**src/rtl/dfifo_pkg.sv**
```systemverilog
package dfifo_pkg;
  localparam logic [1:0] SZ_BYTE = 2'd0;
  localparam logic [1:0] SZ_HALF = 2'd1;
  localparam logic [1:0] SZ_WORD = 2'd2;

  // bytes moved by one bus access, clamped to the bus width
  function automatic int lane_count(logic [1:0] sz, int lanes);
    int n;
    n = 1 << sz;
    return (n > lanes) ? lanes : n;
  endfunction
endpackage

```
**src/rtl/dfifo_store.sv**
```systemverilog
module dfifo_store #(
  parameter int DEPTH  = 32,
  parameter int PUSH_W = 4,
  parameter int POP_W  = 4,
  localparam int AW  = $clog2(DEPTH),
  localparam int LW  = AW + 1,
  localparam int PCW = $clog2(PUSH_W + 1),
  localparam int OCW = $clog2(POP_W + 1)
) (
  input  logic              clk_i,
  input  logic              rst_ni,
  input  logic [PCW-1:0]    push_cnt_i,
  input  logic [PUSH_W*8-1:0] push_data_i,
  input  logic [OCW-1:0]    pop_cnt_i,
  output logic [POP_W*8-1:0] pop_data_o,
  output logic [LW-1:0]     level_o
);
  logic [7:0]    mem_q [DEPTH];
  logic [AW-1:0] head_q;
  logic [LW-1:0] level_q;
  logic [LW-1:0] room, push_ok, pop_ok;
  logic [AW-1:0] tail;

  always_comb begin
    room    = LW'(DEPTH) - level_q;
    push_ok = (LW'(push_cnt_i) > room) ? room : LW'(push_cnt_i);
    pop_ok  = (LW'(pop_cnt_i) > level_q) ? level_q : LW'(pop_cnt_i);
    tail    = head_q + AW'(level_q);
  end

  always_comb begin
    for (int i = 0; i < POP_W; i++) begin
      pop_data_o[i*8 +: 8] = (LW'(i) < pop_ok) ? mem_q[head_q + AW'(i)] : 8'h00;
    end
  end

  always_ff @(posedge clk_i) begin
    for (int i = 0; i < PUSH_W; i++) begin
      if (LW'(i) < push_ok) mem_q[tail + AW'(i)] <= push_data_i[i*8 +: 8];
    end
  end

  always_ff @(posedge clk_i or negedge rst_ni) begin
    if (!rst_ni) begin
      head_q  <= '0;
      level_q <= '0;
    end else begin
      head_q  <= head_q + AW'(pop_ok);
      level_q <= level_q + push_ok - pop_ok;
    end
  end

  assign level_o = level_q;
endmodule

```
**src/rtl/dfifo_pack.sv**
```systemverilog
module dfifo_pack import dfifo_pkg::*; #(
  parameter int LANES = 4,
  localparam int NW = $clog2(LANES + 1)
) (
  input  logic [1:0]         size_i,
  input  logic [LANES*8-1:0] bytes_i,
  output logic [NW-1:0]      nbytes_o,
  output logic [LANES*8-1:0] bus_o
);
  int n;
  always_comb begin
    n        = lane_count(size_i, LANES);
    nbytes_o = NW'(n);
    bus_o    = '0;
    // first byte out of the store lands in the top lane of the access
    for (int i = 0; i < LANES; i++) begin
      if (i < n) bus_o[(n-1-i)*8 +: 8] = bytes_i[i*8 +: 8];
    end
  end
endmodule

```
**src/rtl/dfifo_unpack.sv**
```systemverilog
module dfifo_unpack import dfifo_pkg::*; #(
  parameter int LANES = 4,
  localparam int NW = $clog2(LANES + 1)
) (
  input  logic [1:0]         size_i,
  input  logic [LANES*8-1:0] bus_i,
  output logic [NW-1:0]      nbytes_o,
  output logic [LANES*8-1:0] bytes_o
);
  int n;
  always_comb begin
    n        = lane_count(size_i, LANES);
    nbytes_o = NW'(n);
    bytes_o  = '0;
    for (int i = 0; i < LANES; i++) begin
      if (i < n) bytes_o[i*8 +: 8] = bus_i[(n-1-i)*8 +: 8];
    end
  end
endmodule

```
**src/rtl/dfifo_ctrl.sv**
```systemverilog
module dfifo_ctrl #(
  parameter int DEPTH = 32,
  parameter int LEN_W = 12,
  parameter int CNT_W = 16,
  localparam int LW = $clog2(DEPTH) + 1,
  localparam int CW = LEN_W + CNT_W
) (
  input  logic             clk_i,
  input  logic             rst_ni,
  input  logic             start_i,
  input  logic             dir_wr_i,
  input  logic [LEN_W-1:0] blk_len_i,
  input  logic [CNT_W-1:0] blk_cnt_i,
  input  logic             flush_i,
  input  logic             rx_rd_i,
  input  logic             tx_wr_i,
  input  logic [LW-1:0]    rx_level_i,
  input  logic [LW-1:0]    tx_level_i,
  output logic             pull_o,
  output logic             drain_o,
  output logic             rx_req_o,
  output logic             tx_req_o,
  output logic             data_done_o,
  output logic             prog_done_o
);
  logic [CW-1:0] remain_q;
  logic active_q, wr_q, flush_q;
  logic rx_req_q, tx_req_q, ddone_q, pdone_q;
  logic has_bytes, tx_ready, rx_set, tx_set;

  always_comb begin
    has_bytes = active_q && (remain_q != '0);
    // hold transmit bytes back until a full store, the tail of the transfer, or a flush
    tx_ready  = (tx_level_i == LW'(DEPTH)) || (CW'(tx_level_i) >= remain_q) || flush_q;
    pull_o    = has_bytes && !wr_q && (rx_level_i < LW'(DEPTH));
    drain_o   = has_bytes && wr_q && (tx_level_i != '0) && tx_ready;
    rx_set    = !wr_q && (rx_level_i != '0) &&
                ((rx_level_i == LW'(DEPTH)) || (remain_q == '0));
    tx_set    = has_bytes && wr_q && (tx_level_i == '0);
  end

  always_ff @(posedge clk_i or negedge rst_ni) begin
    if (!rst_ni) begin
      remain_q <= '0;
      active_q <= 1'b0;
      wr_q     <= 1'b0;
      flush_q  <= 1'b0;
      ddone_q  <= 1'b0;
      pdone_q  <= 1'b0;
    end else if (start_i) begin
      remain_q <= CW'(blk_len_i) * CW'(blk_cnt_i);
      active_q <= 1'b1;
      wr_q     <= dir_wr_i;
      flush_q  <= 1'b0;
      ddone_q  <= 1'b0;
      pdone_q  <= 1'b0;
    end else begin
      if (pull_o || drain_o) remain_q <= remain_q - 1'b1;
      if (active_q && remain_q == '0) begin
        active_q <= 1'b0;
        ddone_q  <= 1'b1;
        pdone_q  <= wr_q;
      end
      flush_q <= (flush_q || flush_i) && (tx_level_i != '0);
    end
  end

  always_ff @(posedge clk_i or negedge rst_ni) begin
    if (!rst_ni) begin
      rx_req_q <= 1'b0;
      tx_req_q <= 1'b0;
    end else begin
      rx_req_q <= rx_rd_i ? 1'b0 : (rx_req_q || rx_set);
      tx_req_q <= tx_wr_i ? 1'b0 : (tx_req_q || tx_set);
    end
  end

  assign rx_req_o    = rx_req_q;
  assign tx_req_o    = tx_req_q;
  assign data_done_o = ddone_q;
  assign prog_done_o = pdone_q;
endmodule

```
**src/rtl/dfifo_engine.sv**
```systemverilog
module dfifo_engine #(
  parameter int DEPTH = 32,
  parameter int LANES = 4,
  parameter int LEN_W = 12,
  parameter int CNT_W = 16,
  localparam int LW = $clog2(DEPTH) + 1,
  localparam int BW = LANES * 8,
  localparam int NW = $clog2(LANES + 1)
) (
  input  logic             clk_i,
  input  logic             rst_ni,
  input  logic             start_i,
  input  logic             dir_wr_i,
  input  logic [LEN_W-1:0] blk_len_i,
  input  logic [CNT_W-1:0] blk_cnt_i,
  input  logic             flush_i,
  input  logic             rx_rd_i,
  input  logic [1:0]       rx_size_i,
  output logic [BW-1:0]    rx_rdata_o,
  input  logic             tx_wr_i,
  input  logic [1:0]       tx_size_i,
  input  logic [BW-1:0]    tx_wdata_i,
  output logic             card_rd_o,
  input  logic [7:0]       card_rdata_i,
  output logic             card_wr_o,
  output logic [7:0]       card_wdata_o,
  output logic [LW-1:0]    rx_level_o,
  output logic [LW-1:0]    tx_level_o,
  output logic             rx_req_o,
  output logic             tx_req_o,
  output logic             data_done_o,
  output logic             prog_done_o
);
  logic          pull, drain;
  logic [NW-1:0] rd_n, wr_n, rx_pop_cnt, tx_push_cnt;
  logic [BW-1:0] rx_pop_bytes, tx_push_bytes;

  assign rx_pop_cnt  = rx_rd_i ? rd_n : '0;
  assign tx_push_cnt = tx_wr_i ? wr_n : '0;

  dfifo_ctrl #(.DEPTH(DEPTH), .LEN_W(LEN_W), .CNT_W(CNT_W)) i_ctrl (
    .clk_i, .rst_ni, .start_i, .dir_wr_i, .blk_len_i, .blk_cnt_i, .flush_i,
    .rx_rd_i, .tx_wr_i,
    .rx_level_i (rx_level_o),
    .tx_level_i (tx_level_o),
    .pull_o     (pull),
    .drain_o    (drain),
    .rx_req_o, .tx_req_o, .data_done_o, .prog_done_o
  );

  dfifo_store #(.DEPTH(DEPTH), .PUSH_W(1), .POP_W(LANES)) i_rx_store (
    .clk_i, .rst_ni,
    .push_cnt_i  (pull),
    .push_data_i (card_rdata_i),
    .pop_cnt_i   (rx_pop_cnt),
    .pop_data_o  (rx_pop_bytes),
    .level_o     (rx_level_o)
  );

  dfifo_pack #(.LANES(LANES)) i_rx_pack (
    .size_i   (rx_size_i),
    .bytes_i  (rx_pop_bytes),
    .nbytes_o (rd_n),
    .bus_o    (rx_rdata_o)
  );

  dfifo_unpack #(.LANES(LANES)) i_tx_unpack (
    .size_i   (tx_size_i),
    .bus_i    (tx_wdata_i),
    .nbytes_o (wr_n),
    .bytes_o  (tx_push_bytes)
  );

  dfifo_store #(.DEPTH(DEPTH), .PUSH_W(LANES), .POP_W(1)) i_tx_store (
    .clk_i, .rst_ni,
    .push_cnt_i  (tx_push_cnt),
    .push_data_i (tx_push_bytes),
    .pop_cnt_i   (drain),
    .pop_data_o  (card_wdata_o),
    .level_o     (tx_level_o)
  );

  assign card_rd_o = pull;
  assign card_wr_o = drain;
endmodule

```
**config.mk**
```make
export PLATFORM = sky130hd
export DESIGN_NAME = dfifo_engine
export DESIGN_NICKNAME = d
export VERILOG_FILES = /design/src/rtl/dfifo_pkg.sv /design/src/rtl/dfifo_store.sv /design/src/rtl/dfifo_pack.sv /design/src/rtl/dfifo_unpack.sv /design/src/rtl/dfifo_ctrl.sv /design/src/rtl/dfifo_engine.sv
export SDC_FILE = /design/constraint.sdc
export NUM_CORES = 2
export LEC_CHECK = 0
export ABC_AREA = 1
export CAP_MARGIN = 20
export CORE_MARGIN = 4
export CORE_UTILIZATION = 30
export CTS_BUF_LIST = sky130_fd_sc_hd__clkbuf_16
export CTS_CLUSTER_DIAMETER = 150
export CTS_CLUSTER_SIZE = 40
export DETAILED_ROUTE_END_ITERATION = 8
export DONT_BUFFER_PORTS = 1
export PLACE_DENSITY = 0.53
export SLEW_MARGIN = 20
export SYNTH_ARGS = -nofsm -noshare
export SYNTH_HDL_FRONTEND = slang
export SYNTH_HIERARCHICAL = 1
export SYNTH_SLANG_ARGS = --single-unit
export TNS_END_PERCENT = 50
```
**constraint.sdc**
```tcl
create_clock -name clk_i -period 5.25 [get_ports clk_i]
set_clock_uncertainty 0.2 [all_clocks]
set_input_delay 0.7875 -clock clk_i [delete_from_list [all_inputs] [get_ports clk_i]]
set_output_delay 0.7875 -clock clk_i [all_outputs]
set_load 0.03 [all_outputs]
```
Yosys cells after proc, flatten, opt, wreduce, memory -nomap -nowiden
Memory sizes are Yosys's and may differ from the RTL's.
Cells that the tools add are included.
{"block": "word_totals", "latch_bits": 0, "rom_bits": 0, "ramBits": 512, "inputBits": 79, "wordCells": 158, "ff_bits": 57, "output_inout_bits": 58, "mem_count": 2}
{"name": "i_rx_store.mem_q", "words": 32, "width": 8, "read_ports": 4, "rd_ports_with_merged_regs": 0, "write_ports": 1, "line": "dfifo_store.sv:18", "source": "logic [7:0] mem_q [DEPTH];"}
{"name": "i_tx_store.mem_q", "words": 32, "width": 8, "read_ports": 1, "rd_ports_with_merged_regs": 0, "write_ports": 4, "line": "dfifo_store.sv:18"}
{"block": "op_classes", "mul": 1, "order_cmp": 26, "n_div": 0, "reduce_logical": 26, "addsub": 29, "n_bitwise": 1, "muxes": 45, "n_eq_ne": 2, "shift": 14}
{"operator": "$mux 32", "count": 6}
{"operator": "$neg 32->33", "count": 4}
{"operator": "$shift 8x33->32 const A", "count": 4}
{"operator": "$shiftx 8x33->32", "count": 4}
{"operator": "$lt 3x32->1 const A", "count": 4}
{"operator": "$shiftx 32x32->8", "count": 4}
{"operator": "$sub 29x2->29 const B", "count": 4}
{"operator": "$sub 29x3->29 const B", "count": 4}
{"operator": "$bwmux 32", "count": 3}
{"operator": "$mux 8", "count": 9}
{"operator": "$gt 32x4->1 const B", "count": 2}
{"operator": "$lt 1x32->1 const A", "count": 2}
{"operator": "$lt 2x32->1 const A", "count": 2}
{"operator": "$shl 1x2->32 const A", "count": 2}
{"operator": "$mux 28", "count": 2}
{"operator": "$lt 1x6->1 const A", "count": 6}
{"operator": "$and 32x32->32", "count": 1}
{"operator": "$ge 6x28->1", "count": 1}
{"operator": "$logic_not 28->1", "count": 1}
{"operator": "$mul 12x16->28", "count": 1}
{"operator": "$reduce_bool 28->1", "count": 1}
{"operator": "$sub 28x1->28 const B", "count": 1}
{"operator": "$lt 2x6->1 const A", "count": 4}
{"operator": "$mux 6", "count": 4}
{"operator": "18 further kinds", "count": 68}

Longest topological paths before layout
{"block": "logic_depth", "word_depth": 17, "mapped_depth": 30}

Cells and area by module
Netlist, hierarchy kept.
{"mod": "dfifo_store at i_tx_store", "instances": 1, "cells_per_inst": 3410, "area_each_um2": 22253.8}
{"mod": "dfifo_store at i_rx_store", "instances": 1, "cells_per_inst": 2417, "area_each_um2": 17453.0}
{"mod": "dfifo_ctrl", "instances": 1, "cells_per_inst": 1428, "area_each_um2": 9470.3}
{"mod": "dfifo_pack", "instances": 1, "cells_per_inst": 145, "area_each_um2": 757.0}
{"mod": "dfifo_unpack", "instances": 1, "cells_per_inst": 119, "area_each_um2": 509.2}
{"mod": "dfifo_engine", "instances": 1, "cells_per_inst": 12, "area_each_um2": 45.0}

Worst setup path after synthesis
Ideal clock, no wire load.
{"block": "synth_timing", "kind": "input -> register", "from": "input blk_len_i[8]", "to": "register i_ctrl.remain_q[20]", "required_time_ps": 4933, "arrival_time_ps": 5269, "cell_stages": 22, "setup_slack_ps": -335, "path_buffers": 2, "cell_sequence": "clkbuf_1 -> clkbuf_1 -> nand2_1 -> fa_1 -> inv_1 -> fa_1 -> fa_1 -> fa_1 -> inv_1 -> fa_1 -> inv_1 -> ha_1 -> nand2_1 -> inv_1 -> a21oi_1 -> nor2_1 -> nor2_1 -> nand3b_1 -> nand3_1 -> nand2_1 -> nand2_1 -> nand2_1"}
{"block": "synth_between", "elab_chain_len": 2}
{"element": "from (decl)", "line": "dfifo_engine.sv:14", "source": "input logic [LEN_W-1:0] blk_len_i,"}
{"element": "$mul 12x16->28", "line": "dfifo_ctrl.sv:51", "source": "remain_q <= CW'(blk_len_i) * CW'(blk_cnt_i);"}
{"element": "$mux 28", "line": "dfifo_ctrl.sv:50", "source": "end else if (start_i) begin"}
{"element": "to (signal assigned)", "line": "dfifo_ctrl.sv:51"}
{"element": "to (signal assigned)", "line": "dfifo_ctrl.sv:58", "source": "if (pull_o || drain_o) remain_q <= remain_q - 1'b1;"}
{"element": "to (decl)", "line": "dfifo_ctrl.sv:26", "source": "logic [CW-1:0] remain_q;"}
No other way between the ends.
A chain may end at the register's enable or synchronous reset.

Worst setup path after layout
{"block": "layout_timing", "from": "register i_rx_store.head_q[1]", "to": "output rx_rdata_o[4]"}
{"block": "layout_between", "word_cells_on_any_way": 20, "classes_between": "3 x add/sub; 4 x shift; 11 x mux; 1 x bitwise; 1 x memory"}
{"element": "from (decl)", "line": "dfifo_store.sv:19", "source": "logic [AW-1:0] head_q;"}
{"element": "from (signal assigned)", "line": "dfifo_store.sv:48", "source": "head_q <= head_q + AW'(pop_ok);"}
{"element": "$add 5x1->5 *", "line": "dfifo_store.sv:33", "source": "pop_data_o[i*8 +: 8] = (LW'(i) < pop_ok) ? mem_q[head_q + AW'(i)] : 8'h00;"}
{"element": "$mem_v2 32x8 *"}
{"element": "$mux 8 *", "line": "dfifo_store.sv:33"}
{"element": "net rx_pop_bytes[12]", "line": "dfifo_engine.sv:36", "source": "logic [BW-1:0] rx_pop_bytes, tx_push_bytes;"}
{"element": "$shiftx 8x33->32 *", "line": "dfifo_pack.sv:17", "source": "if (i < n) bus_o[(n-1-i)*8 +: 8] = bytes_i[i*8 +: 8];"}
{"element": "$bwmux 32 *", "line": "dfifo_pack.sv:17"}
{"element": "$mux 32 *", "line": "dfifo_pack.sv:17"}
{"element": "$bwmux 32", "line": "dfifo_pack.sv:17"}
{"element": "$mux 32 *", "line": "dfifo_pack.sv:17"}
{"element": "$bwmux 32", "line": "dfifo_pack.sv:17"}
{"element": "$mux 32 *", "line": "dfifo_pack.sv:17"}
{"element": "to (decl)", "line": "dfifo_engine.sv:19", "source": "output logic [BW-1:0] rx_rdata_o,"}
The timed path passes the listed nets; every way through them passes the cells marked *.

==> flow_summary.json <==
{
  "status": "finished, final reports clean",
  "ys_seq_elements": 569,
  "syn_inst": 7531,
  "cts_tree": "built",
  "grt_use_total_pct": 24.3,
  "critPathMostFrequentCell": "nand2_1",
  "required_ns": 4.26,
  "die_x_um": 418,
  "crit_type": "reg -> out",
  "port_buffers": 0,
  "power_density_nw_per_um2": 726,
  "drive_gt1_share_pct": 7.71,
  "vias_per_cell": 5.35,
  "cp_slowest_stage_delay_ns": 0.61,
  "cp-end-kind": "output port",
  "finalCritPeriodShare_pct": 97.0,
  "final_cell_mix": "3,068 x nand2_1, 1,028 x nand3_1, 756 x inv_1, 512 x edfxtp_1, 342 x nor2_1",
  "dpl.hpwl_mm": 154,
  "path_cells": "inv_4 > ha_4 > inv_6 > buf_4 > nand2_1 > nand3_1 > nand3_1 > nand2_1 > nor2_1 > nor2_1 > nand2_1 > inv_1 > nand3_1 > nand2_1 > o21ai_0 > nand2_1 > buf_12",
  "fmax_mhz": 196,
  "grt_pass1_wl_mm": 320,
  "cpMaxStageDelayCell": "dfrtp_4",
  "final_hold_viol_count": 0,
  "numCtsBuffers": 23,
  "maxCapViolCount": 0,
  "htree_levels": 1,
  "rr_startpoint": "i_tx_store/level_o[0]",
  "cts.sinks": 569,
  "grt_start_max_net_pins": 177,
  "die_y_um": 418,
  "start_kind": "register",
  "seq_area_um2": 16800,
  "gp_congestion": 0.983,
  "core_area_um2": 167000,
  "crit_path_max_fanout": 50,
  "synth_flop_cell": "edfxtp_1",
  "overflow": 0,
  "rsz0062_at_grt": "false",
  "die_area_um2": 175000,
  "synth_cell_types": 53,
  "setup_viol": 0,
  "critPathLaunch": "i_rx_store/head_q[1]",
  "first_pass_iters": 7,
  "avgSynthCellArea_um2": 6.70,
  "relSlewSlack_pct": 16.6,
  "routed_wl_mm": 221,
  "clk_pin_slew_worst_paths_ns": 0.11,
  "initial_core_util_pct": 30.2,
  "critPathArrivalTime_ns": 4.10,
  "nFillCells": 17900,
  "final_cells": 9675,
  "area_delta_synth_final_pct": 10.2,
  "drcViolationCount": 0,
  "synth_edf_count": 512,
  "layout_min_cycle_time_ns": 5.09,
  "grt_pass1_vias": 47500,
  "power.leakage_uw": 0.0259,
  "yosysWarnings": 6,
  "cts_buffer_depth": 3,
  "antenna_found_initial": 4,
  "slew_viol_final": 0,
  "ir_drop_mv": 0.646,
  "nNetsFinal": 7812,
  "hp-start": "card_rdata_i[4]",
  "worstMarginPinSlew_ns": 1.25,
  "routed-via-count": 51800,
  "place_inst": 9614,
  "seq_area_frac_synth_pct": 33.3,
  "hp-class": "in -> reg",
  "wl_per_cell_um": 22.9,
  "first_iter_violations": 5620,
  "syn-cell-area_um2": 50500,
  "async_flop_share_pct": 10.0,
  "root_buffer": "clkbuf_16",
  "ios": 137,
  "finalPower_uw": 40400,
  "multi_input_area_um2": 28800,
  "layout_commonest_cell": "nand2_1",
  "clk_latency_ns": 0.68,
  "antenna_left": 0,
  "placementRows": 150
}
path summary, 6_finish.rpt:
path / endpoint / slack, ns / depth (start not counted)
worst max-delay path: rx_rdata_o[4] / 0.16 / 17
worst min-delay path: i_rx_store/mem_q[17][4] / 0.04 / 0
worst max register to register: i_tx_store/mem_q[21][1] / 0.75 / 18
worst min register to register: i_ctrl/remain_q[27] / 0.33 / 2
max in group asynchronous: i_rx_store/head_q[1] / 3.98 / 2
min in group asynchronous: i_ctrl/remain_q[20] / 0.47 / 2
synth_stat cells, types with 3 or more instances:
cell	count	share of area, %
nor3b_1	16	0.24
nand2_2	43	0.53
nor3_2	3	0.059
o21ai_0	277	2.7
ha_1	130	3.2
o311ai_0	9	0.16
edfxtp_1	512	30
a32o_1	19	0.38
nand3b_1	11	0.16
nor2_2	25	0.31
o21ai_1	44	0.44
nand4_1	48	0.59
nor3_1	8	0.079
nand3_1	1028	10
o211ai_1	96	1.4
a22oi_1	22	0.33
a221o_1	7	0.14
clkinv_1	19	0.14
xnor2_1	12	0.21
inv_2	28	0.21
buf_6	12	0.27
a21oi_1	226	2.2
nand2_1	3074	23
nand3_2	11	0.22
fa_1	148	5.9
inv_1	758	5.6
buf_2	140	1.4
dfrtp_1	57	2.8
xor2_1	30	0.52
conb_1	4	0.030
or2_2	8	0.099
o221ai_1	5	0.087
buf_1	31	0.23
buf_4	25	0.37
xor2_2	4	0.13
nand2_4	8	0.18
o22ai_1	5	0.062
nor2_1	357	2.7
clkbuf_1	247	1.8
nor2_4	8	0.18
final cells by class:
type / count / share of cell area, %
repair buffers: 348 / 5.80
flip-flops and latches: 569 / 30.2
diodes: 3 / 0.0135
clock inverters: 15 / 0.616
well taps: 2204 / 4.96
inverters: 807 / 5.48
clock buffers: 23 / 1.03
multi-input cells: 5706 / 51.9
state kept, by name, indices dropped and copies added, names as in the netlist:
| name | cells |
|---|---|
| i_rx_store/mem_q | 256 |
| i_tx_store/mem_q | 256 |
| i_ctrl/remain_q | 28 |
| i_rx_store/level_o | 6 |
| i_tx_store/level_o | 6 |
| i_rx_store/head_q | 5 |
| i_tx_store/head_q | 5 |
| i_ctrl/active_q | 1 |
| i_ctrl/data_done_o | 1 |
| i_ctrl/flush_q | 1 |
| i_ctrl/prog_done_o | 1 |
| i_ctrl/rx_req_o | 1 |
| i_ctrl/tx_req_o | 1 |
| i_ctrl/wr_q | 1 |
logic make-up (layout without fill, tap and decap cells):
family / Yosys count / count (layout) / synth area share, %
other cells: 4 / 15 / 0.0297
fa+ha+maj: 278 / 278 / 9.09
xor+xnor: 47 / 47 / 0.912
flops: 569 / 569 / 33.3
compound gates: 718 / 718 / 8.12
simple gates: 4651 / 4651 / 38.4
buf+inv: 1264 / 1193 / 10.2
metal layers:
metal	share of wire (%)	GRT usage (%)
met5	0.0036	0
met4	6.7	13.3
met3	8.5	3.48
met2	45	38.8
met1	40	31.8
where the power goes:
| part | switching, uW | total [uW] | internal (uW) |
|---|---|---|---|
| sequential | 704 | 7590 | 6880 |
| clock | 1780 | 2830 | 1050 |
| combinational | 21000 | 30000 | 8980 |
| total | 23500 | 40400 | 16900 |
metrics by stage:
| step | setup TNS (ns) | hold slack (ns) | cell area (um^2) | worst slack, ns | util [%] |
|---|---|---|---|---|---|
| 2_1_floorplan | -0.0347 | 0.278 | 50700 | -0.0347 | - |
| 3_3_place_gp | -1.29 | 0.295 | 54300 | -0.156 | 32.5 |
| 3_5_place_dp | -1.19 | 0.295 | 54300 | -0.162 | 32.5 |
| 4_1_cts | 0 | 0.0106 | 55500 | 0.0334 | 33.2 |
| 5_1_grt | 0 | 0.0170 | 55600 | 0.00199 | 33.3 |
| 6_report | 0 | 0.0444 | 55600 | 0.160 | 33.3 |
what timing repair did:
item | 4_1_cts | 5_1_grt
buffers inserted | 0 | 1
endpoints found under the hold margin | 295 | 0
gates resized for setup | 2 | 11
setup endpoints to repair | 8 | 16
gates cloned | 0 | 1
hold buffers | 18 | 0
critical path, delay by kind of cell, from the launching register on:
family	cells	cell delay, ns
AO/OA/AOI/OAI	1	0.08
AND/OR/NAND/NOR	10	1.31
buffers and inverters	5	1.16
flip-flops	1	0.61
adder cells (fa/ha/maj)	1	0.26
Note: power is estimated with default switching activity, not from simulation.
